[src/rtl/vec_alu.sv]
module vec_alu #(
  parameter int IDX_W = 4,
  parameter int SPLIT_LIMIT = 8
) (
  input  logic             clk,
  input  logic             rst_n,
  input  logic             op_valid,
  input  logic [2:0]       op_code,
  input  logic [1:0]       lane_mode,
  input  logic [IDX_W-1:0] dest_idx,
  input  logic             fault_en,
  input  logic [31:0]      opnd_a,
  input  logic [31:0]      opnd_b,
  output logic [31:0]      result,
  output logic [15:0]      vec_flags,
  output logic             sum_n,
  output logic             sum_c,
  output logic             sum_z,
  output logic             sum_v,
  output logic             lanes_equal,
  output logic             fault_irq,
  output logic             width_err
);
  localparam int LANES = 4;

  logic [LANES-1:0] first_lane, top_lane, byte_zero, lane_ovf, grp_zero;
  logic [LANES:0]   chain;
  logic [31:0]      b_eff, sum_w, logic_w, res_d;
  logic             is_arith, is_sub, base_cin, legal, eq_d;
  logic [15:0]      flags_d;

  always_comb begin
    case (lane_mode)
      2'd0:    begin first_lane = 4'b0001; top_lane = 4'b1000; end
      2'd1:    begin first_lane = 4'b0101; top_lane = 4'b1010; end
      default: begin first_lane = 4'b1111; top_lane = 4'b1111; end
    endcase
  end

  assign is_arith = op_code <= 3'd2;
  assign is_sub   = op_code == 3'd2;
  assign base_cin = (op_code == 3'd1) ? sum_c : is_sub;
  assign b_eff    = is_sub ? ~opnd_b : opnd_b;
  assign chain[0] = base_cin;

  assign legal = (lane_mode != 2'd3) && (op_code < 3'd6) &&
                 ((lane_mode == 2'd0) || (dest_idx < IDX_W'(SPLIT_LIMIT)));

  for (genvar i = 0; i < LANES; i++) begin : g_lane
    logic cin;
    logic [8:0] s9;
    assign cin = first_lane[i] ? base_cin : chain[i];
    assign s9 = {1'b0, opnd_a[8*i +: 8]} + {1'b0, b_eff[8*i +: 8]} + 9'(cin);
    assign sum_w[8*i +: 8] = s9[7:0];
    assign chain[i+1] = s9[8];
    assign lane_ovf[i] = (opnd_a[8*i+7] == b_eff[8*i+7]) && (s9[7] != opnd_a[8*i+7]);
    assign byte_zero[i] = res_d[8*i +: 8] == 8'd0;
  end

  always_comb begin
    case (op_code)
      3'd3:    logic_w = opnd_a & opnd_b;
      3'd4:    logic_w = opnd_a | opnd_b;
      default: logic_w = opnd_a ^ opnd_b;
    endcase
  end

  assign res_d = is_arith ? sum_w : logic_w;

  always_comb begin
    case (lane_mode)
      2'd0:    grp_zero = {4{&byte_zero}};
      2'd1:    grp_zero = {{2{&byte_zero[3:2]}}, {2{&byte_zero[1:0]}}};
      default: grp_zero = byte_zero;
    endcase
  end

  assign flags_d[15:12] = is_arith ? (top_lane & chain[LANES:1]) : 4'd0;
  assign flags_d[11:8]  = is_arith ? (top_lane & lane_ovf) : 4'd0;
  assign flags_d[7:4]   = top_lane & grp_zero;
  assign flags_d[3:0]   = top_lane & {res_d[31], res_d[23], res_d[15], res_d[7]};

  always_comb begin
    case (lane_mode)
      2'd1:    eq_d = res_d[31:16] == res_d[15:0];
      2'd2:    eq_d = (res_d[31:24] == res_d[7:0]) && (res_d[23:16] == res_d[7:0]) &&
                      (res_d[15:8] == res_d[7:0]);
      default: eq_d = 1'b1;
    endcase
  end

  always_ff @(posedge clk) begin
    if (!rst_n) begin
      result      <= '0;
      vec_flags   <= '0;
      lanes_equal <= 1'b1;
      fault_irq   <= 1'b0;
      width_err   <= 1'b0;
    end else begin
      width_err <= op_valid && !legal;
      if (op_valid && legal) begin
        result      <= res_d;
        vec_flags   <= flags_d;
        lanes_equal <= eq_d;
        fault_irq   <= fault_en && !eq_d;
      end
    end
  end

  assign sum_c = |vec_flags[15:12];
  assign sum_v = |vec_flags[11:8];
  assign sum_z = |vec_flags[7:4];
  assign sum_n = |vec_flags[3:0];
endmodule

[config.mk]
export PLATFORM = sky130hd
export DESIGN_NAME = vec_alu
export DESIGN_NICKNAME = d
export VERILOG_FILES = /design/src/rtl/vec_alu.sv
export SDC_FILE = /design/constraint.sdc
export NUM_CORES = 1
export LEC_CHECK = 0
export ABC_AREA = 1
export BUFFER_PORTS_ARGS = -buffer_cell sky130_fd_sc_hd__buf_2
export CAP_MARGIN = 20
export CORE_MARGIN = 2
export CORE_UTILIZATION = 40
export DETAILED_ROUTE_END_ITERATION = 12
export PLACE_DENSITY = 0.57
export SLEW_MARGIN = 15
export SYNTH_ARGS = -nofsm -noshare
export SYNTH_HDL_FRONTEND = slang
export SYNTH_SLANG_ARGS = --single-unit
export TNS_END_PERCENT = 50
[constraint.sdc]
create_clock -name clk -period 16.4 [get_ports clk]
set_input_delay 1.64 -clock clk [delete_from_list [all_inputs] [get_ports clk]]
set_output_delay 1.64 -clock clk [all_outputs]
set_load 0.02 [all_outputs]
After elaboration in Yosys (flattened, before gate mapping)
Cells that the tools add are included.
{"block": "word_totals", "regBits": 51, "input_bits": 77, "word_cells": 82}
{"block": "op_classes", "add_sub_neg": 8, "n_lt_le_gt_ge": 3, "n_eq_ne": 19, "n_mux": 13, "bitwise": 8, "n_reduce_logical": 26}
{"op": "$mux 32", "count": 2}
{"op": "$pmux 32 s2", "count": 1}
{"op": "$add 8x8->9", "count": 4}
{"op": "$add 9x1->9", "count": 4}
{"op": "$and 32x32->32", "count": 1}
{"op": "$logic_not 8->1", "count": 4}
{"op": "$not 32->32", "count": 1}
{"op": "$or 32x32->32", "count": 1}
{"op": "$xor 32x32->32", "count": 1}
{"op": "$eq 8x8->1", "count": 3}
{"op": "$and 4x4->4", "count": 4}
{"op": "$eq 16x16->1", "count": 1}
{"op": "$pmux 4 s2", "count": 2}
{"op": "$reduce_or 4->1", "count": 4}
{"op": "$logic_and 1x1->1", "count": 11}
{"op": "$mux 4", "count": 2}
{"op": "$eq 3x2->1 const B", "count": 2}
{"op": "$pmux 3 s2", "count": 1}
{"op": "$eq 1x1->1", "count": 4}
{"op": "$lt 4x4->1 const B", "count": 1}
{"op": "$mux 1", "count": 4}
{"op": "$ne 1x1->1", "count": 4}
{"op": "$reduce_and 2->1", "count": 2}
{"op": "$reduce_and 4->1", "count": 1}
{"op": "other kinds (11)", "count": 12}

Logic depth before layout (Yosys ltp)
{"block": "logic_depth", "depth_word": 17, "ltp_mapped": 57, "mapped_depth_nobuf": 55}

Worst setup path before layout
No wires, ideal clock.
{"block": "synth_timing", "path_type": "input port to flip-flop", "from": "in op_code[2]", "to": "reg fault_irq", "arrival_ns": 9.507, "required_ns": 16.284, "slack_ns": 6.777, "cell_stages": 51, "n_path_buf": 3, "path_cell_list": "buf_2 buf_2 nor3_1 buf_2 xor2_1 fa_1 inv_1 fa_1 nand2_1 nand2_1 nand3_1 nand2_1 a21oi_1 o21bai_1 o21ai_0 inv_1 fa_1 fa_1 (+15 left out) o21ai_0 inv_1 fa_1 inv_1 fa_1 or2_2 nand2_1 nor2_1 nor2_1 nand3_1 nor2_1 nand3_1 nand2_1 nand2_1 nand2_1 nand2_1 nand2_1 nor2_1"}
{"block": "synth_via", "elab_chain_len": 17}
{"item": "start, declared", "line_no": "8", "rtl": "input logic [2:0] op_code,"}
{"item": "$eq 3x2->1", "line_no": "41", "rtl": "assign is_sub = op_code == 3'd2;"}
{"item": "$mux 32", "line_no": "43", "rtl": "assign b_eff = is_sub ? ~opnd_b : opnd_b;"}
{"item": "$add 8x8->9", "line_no": "53", "rtl": "assign s9 = {1'b0, opnd_a[8*i +: 8]} + {1'b0, b_eff[8*i +: 8]} + 9'(cin);"}
{"item": "$add 9x1->9", "line_no": "53"}
{"item": "$mux 1", "line_no": "52", "rtl": "assign cin = first_lane[i] ? base_cin : chain[i];"}
{"item": "$add 9x1->9", "line_no": "53"}
{"item": "$mux 1", "line_no": "52"}
{"item": "$add 9x1->9", "line_no": "53"}
{"item": "$mux 1", "line_no": "52"}
{"item": "$add 9x1->9", "line_no": "53"}
{"item": "$mux 32", "line_no": "68", "rtl": "assign res_d = is_arith ? sum_w : logic_w;"}
{"item": "$eq 8x8->1", "line_no": "86", "rtl": "2'd2: eq_d = (res_d[31:24] == res_d[7:0]) && (res_d[23:16] == res_d[7:0]) &&"}
{"item": "$logic_and 1x1->1 (2 in a row)", "line_no": "86"}
{"item": "$pmux 1 s2", "line_no": "84", "rtl": "case (lane_mode)"}
{"item": "$logic_not 1->1", "line_no": "105", "rtl": "fault_irq <= fault_en && !eq_d;"}
{"item": "$logic_and 1x1->1", "line_no": "105"}
{"item": "end signal, assigned", "line_no": "105"}
{"item": "end, declared", "line_no": "21", "rtl": "output logic fault_irq,"}
Several ways; a longest one is shown, not always the timed one.
A chain may end at the register's enable or synchronous reset.

Final worst setup path
Same ends and word-level chain as after synthesis.

==> impl_metrics.env <==
export IMPL_status="completed"
export IMPL_rsz0062_at_grt="no"
export IMPL_final_cell_mix="nand2_1 (303), inv_1 (188), buf_2 (128), nor2_1 (99), ha_1 (96)"
export IMPL_worstSetupPathType="in -> reg"
export IMPL_worstPathMaxFanout=23
export IMPL_detail_route_antenna_nets=0
export IMPL_grt_pass1_wl_mm=34.0
export IMPL_die_area_um2=18000
export IMPL_final_seq_area_um2=1000
export IMPL_ys_ff_latch=50
export IMPL_synth_area_um2=6790
export IMPL_start_util_pct=40.9
export IMPL_finalMaxSlewViolations=0
export IMPL_first_global_vias=6692
export IMPL_cts_htree_levels=2
export IMPL_path_clk_slew_ps=70
export IMPL_crit_path_start_kind="primary input"
export IMPL_p_leak_uw=0.00456
export IMPL_peakVddDrop_mv=0.0434
export IMPL_overflow=0
export IMPL_fp_row_count=47
export IMPL_drive_gt1_share_pct=12.8
export IMPL_drt_iter0_markers=425
export IMPL_avgRoutedWirePerCell_um=14.8
export IMPL_final_cell_area_um2=7700
export IMPL_pwr_share_clk_pct=20.9
export IMPL_firstDrtPassIters=5
export IMPL_multi_input_area_um2=4890
export IMPL_numCtsBuffers=5
export IMPL_p_int_uw=270
export IMPL_ctsHoldBuffers=0
export IMPL_grt_max_degree=65
export IMPL_cts_resized=0
export IMPL_cpPeakStageDelay_ps=500
export IMPL_clockBufferDepth=2
export IMPL_ys_flop_type="dfxtp_1"
export IMPL_slew_headroom_pct=36.0
export IMPL_max_clock_freq_mhz=94.5
export IMPL_track_usage_pct=23.8
export IMPL_maxCapViolCount=0
export IMPL_nets=1387
export IMPL_cp_end_kind="flip-flop"
export IMPL_fin_setup_tns_ps=0
export IMPL_hold_viol_final=0
export IMPL_comb_power_share_pct=51.9
export IMPL_switching_share_pct=44.5
export IMPL_setup_viol=0
export IMPL_tritoncts="built"
export IMPL_power_frac_seq_pct=27.3
export IMPL_final_common_cell="nand2_1"
export IMPL_dieWidth_um=134
export IMPL_synthCells=1106
export IMPL_hpwl_mm=16.4
export IMPL_synth_edf_count=0
export IMPL_antenna_found_initial=0
export IMPL_nFillCells=1836
export IMPL_syn_to_final_growth_pct=13.5
export IMPL_required_ps=16580
export IMPL_dpl_cell_area_um2=7560
export IMPL_gp_congestion=0.908
export IMPL_powerDensity_nw_per_um2=63.2
export IMPL_post_cts_repair_setup_buffers=0
export IMPL_vias=7111
export IMPL_avgSynthCellArea_um2=6.14
export IMPL_io_buffers=128
export IMPL_viasPerCell=4.98
export IMPL_syn_nets=1287
export IMPL_root_buffer="clkbuf_16"
export IMPL_tightest_slew_ps=959
export IMPL_critPathSlowestCell="fa_1"
export IMPL_core_area_um2=16600
export IMPL_io_pins=132
export IMPL_worst_slack_ps=5820
export IMPL_p_switching_uw=217
export IMPL_route_detailed_drc=0
export IMPL_dp_slack_ps=5500
export IMPL_finalCritPeriodShare_pct=64.5
export IMPL_cp_common_cell="nand2_1"
export IMPL_die_y_um=134
export IMPL_diodes=0
export IMPL_fin_crit_ps=10580
export IMPL_yosysWarnings=0
export IMPL_arrival_ps=10770
export IMPL_synthArstFlopShare_pct=0
export IMPL_clock_latency_ps=290
export IMPL_wl_mm=21.1
export IMPL_hp_class="reg -> reg"
export IMPL_synth_cell_types=45
export IMPL_ys_seq_area_share_pct=14.7
export IMPL_clock_sinks=50
export IMPL_final_setup_skew_ps=6.23
==> registers in the layout, indices dropped and copies added (netlist names) <==
name         count
lanes_equal      1
width_err        1
fault_irq        1
result          31
vec_flags       16
==> synth_stat cells, types with 14 or more instances <==
| library cell | n | area [µm²] |
|---|---|---|
| nor2_1 | 99 | 372 |
| xor2_1 | 41 | 359 |
| inv_1 | 188 | 706 |
| o21ai_0 | 25 | 125 |
| nand4_1 | 28 | 175 |
| clkbuf_1 | 14 | 52.6 |
| buf_2 | 18 | 90.1 |
| a21oi_1 | 36 | 180 |
| o21ai_1 | 21 | 105 |
| nand3_1 | 70 | 350 |
| dfxtp_1 | 50 | 1000 |
| nand2_1 | 303 | 1140 |
| o211ai_1 | 29 | 218 |
| ha_1 | 96 | 1200 |
==> cells by family (layout without fill, tap and decap cells) <==
| logic type | count (synthesis) | count (layout) | share of synthesized area [%] |
|---|---|---|---|
| compound gates | 136 | 136 | 12.1 |
| xor+xnor | 44 | 44 | 5.68 |
| fa+ha+maj | 104 | 104 | 20.0 |
| buf+inv | 230 | 331 | 13.3 |
| flops | 50 | 50 | 14.7 |
| mux | 1 | 1 | 0.147 |
| simple gates | 541 | 541 | 34.0 |
==> layer usage <==
metal / global-route usage [%] / wire, µm / up-vias
li1: - / - / 3715
met3: 2.49 / 1010 / 28
met5: 0 / 0 / -
met1: 32.3 / 9890 / 3196
met4: 6.90 / 599 / 0
met2: 40.1 / 9540 / 172
==> power by group through the flow <==
stage               Combinational (µW)  Clock (µW)  Sequential [µW]
floorplan                          168           0              144
global placement                   249           0              135
finish                             252         102              133
detailed placement                 250           0              135
global route                       288         110              133
CTS                                252         105              133
==> final timing paths <==
kind / slack (ps) / cells after the start / endpoint / from
setup reg to reg: 6950 / 48 / fault_irq / vec_flags[12]
hold / removal: 470 / 2 / result[15] / result[15]
setup / recovery: 5820 / 50 / fault_irq / op_code[2]
hold reg to reg: 470 / 2 / result[15] / result[15]
==> worst max-delay path, delay by kind of cell <==
kind	cells	cell delay, ps
adder cells (fa/ha/maj)	8	3320
buffers and inverters	9	1290
AND/OR/NAND/NOR	23	2580
AO/OA/AOI/OAI	10	1910
==> stage by stage <==
step,std cells,total power (µW),utilization (%),hold WS [ps]
after global routing,1427,531,46.5,482
after floorplan,1106,311,-,545
final,1427,487,46.5,467
after detailed placement,1419,386,45.6,458
after CTS,1427,489,46.5,472
after global placement,1419,385,45.6,457
==> final cells by class <==
cell class,count,area share [%]
sequential,50,13.0
inverter,191,9.31
timing repair buffer,132,8.71
clock inverter,3,0.276
multi-input combinational,826,63.5
tap,220,3.57
clock buffer,5,1.62
(Power assumes the default switching activity.)
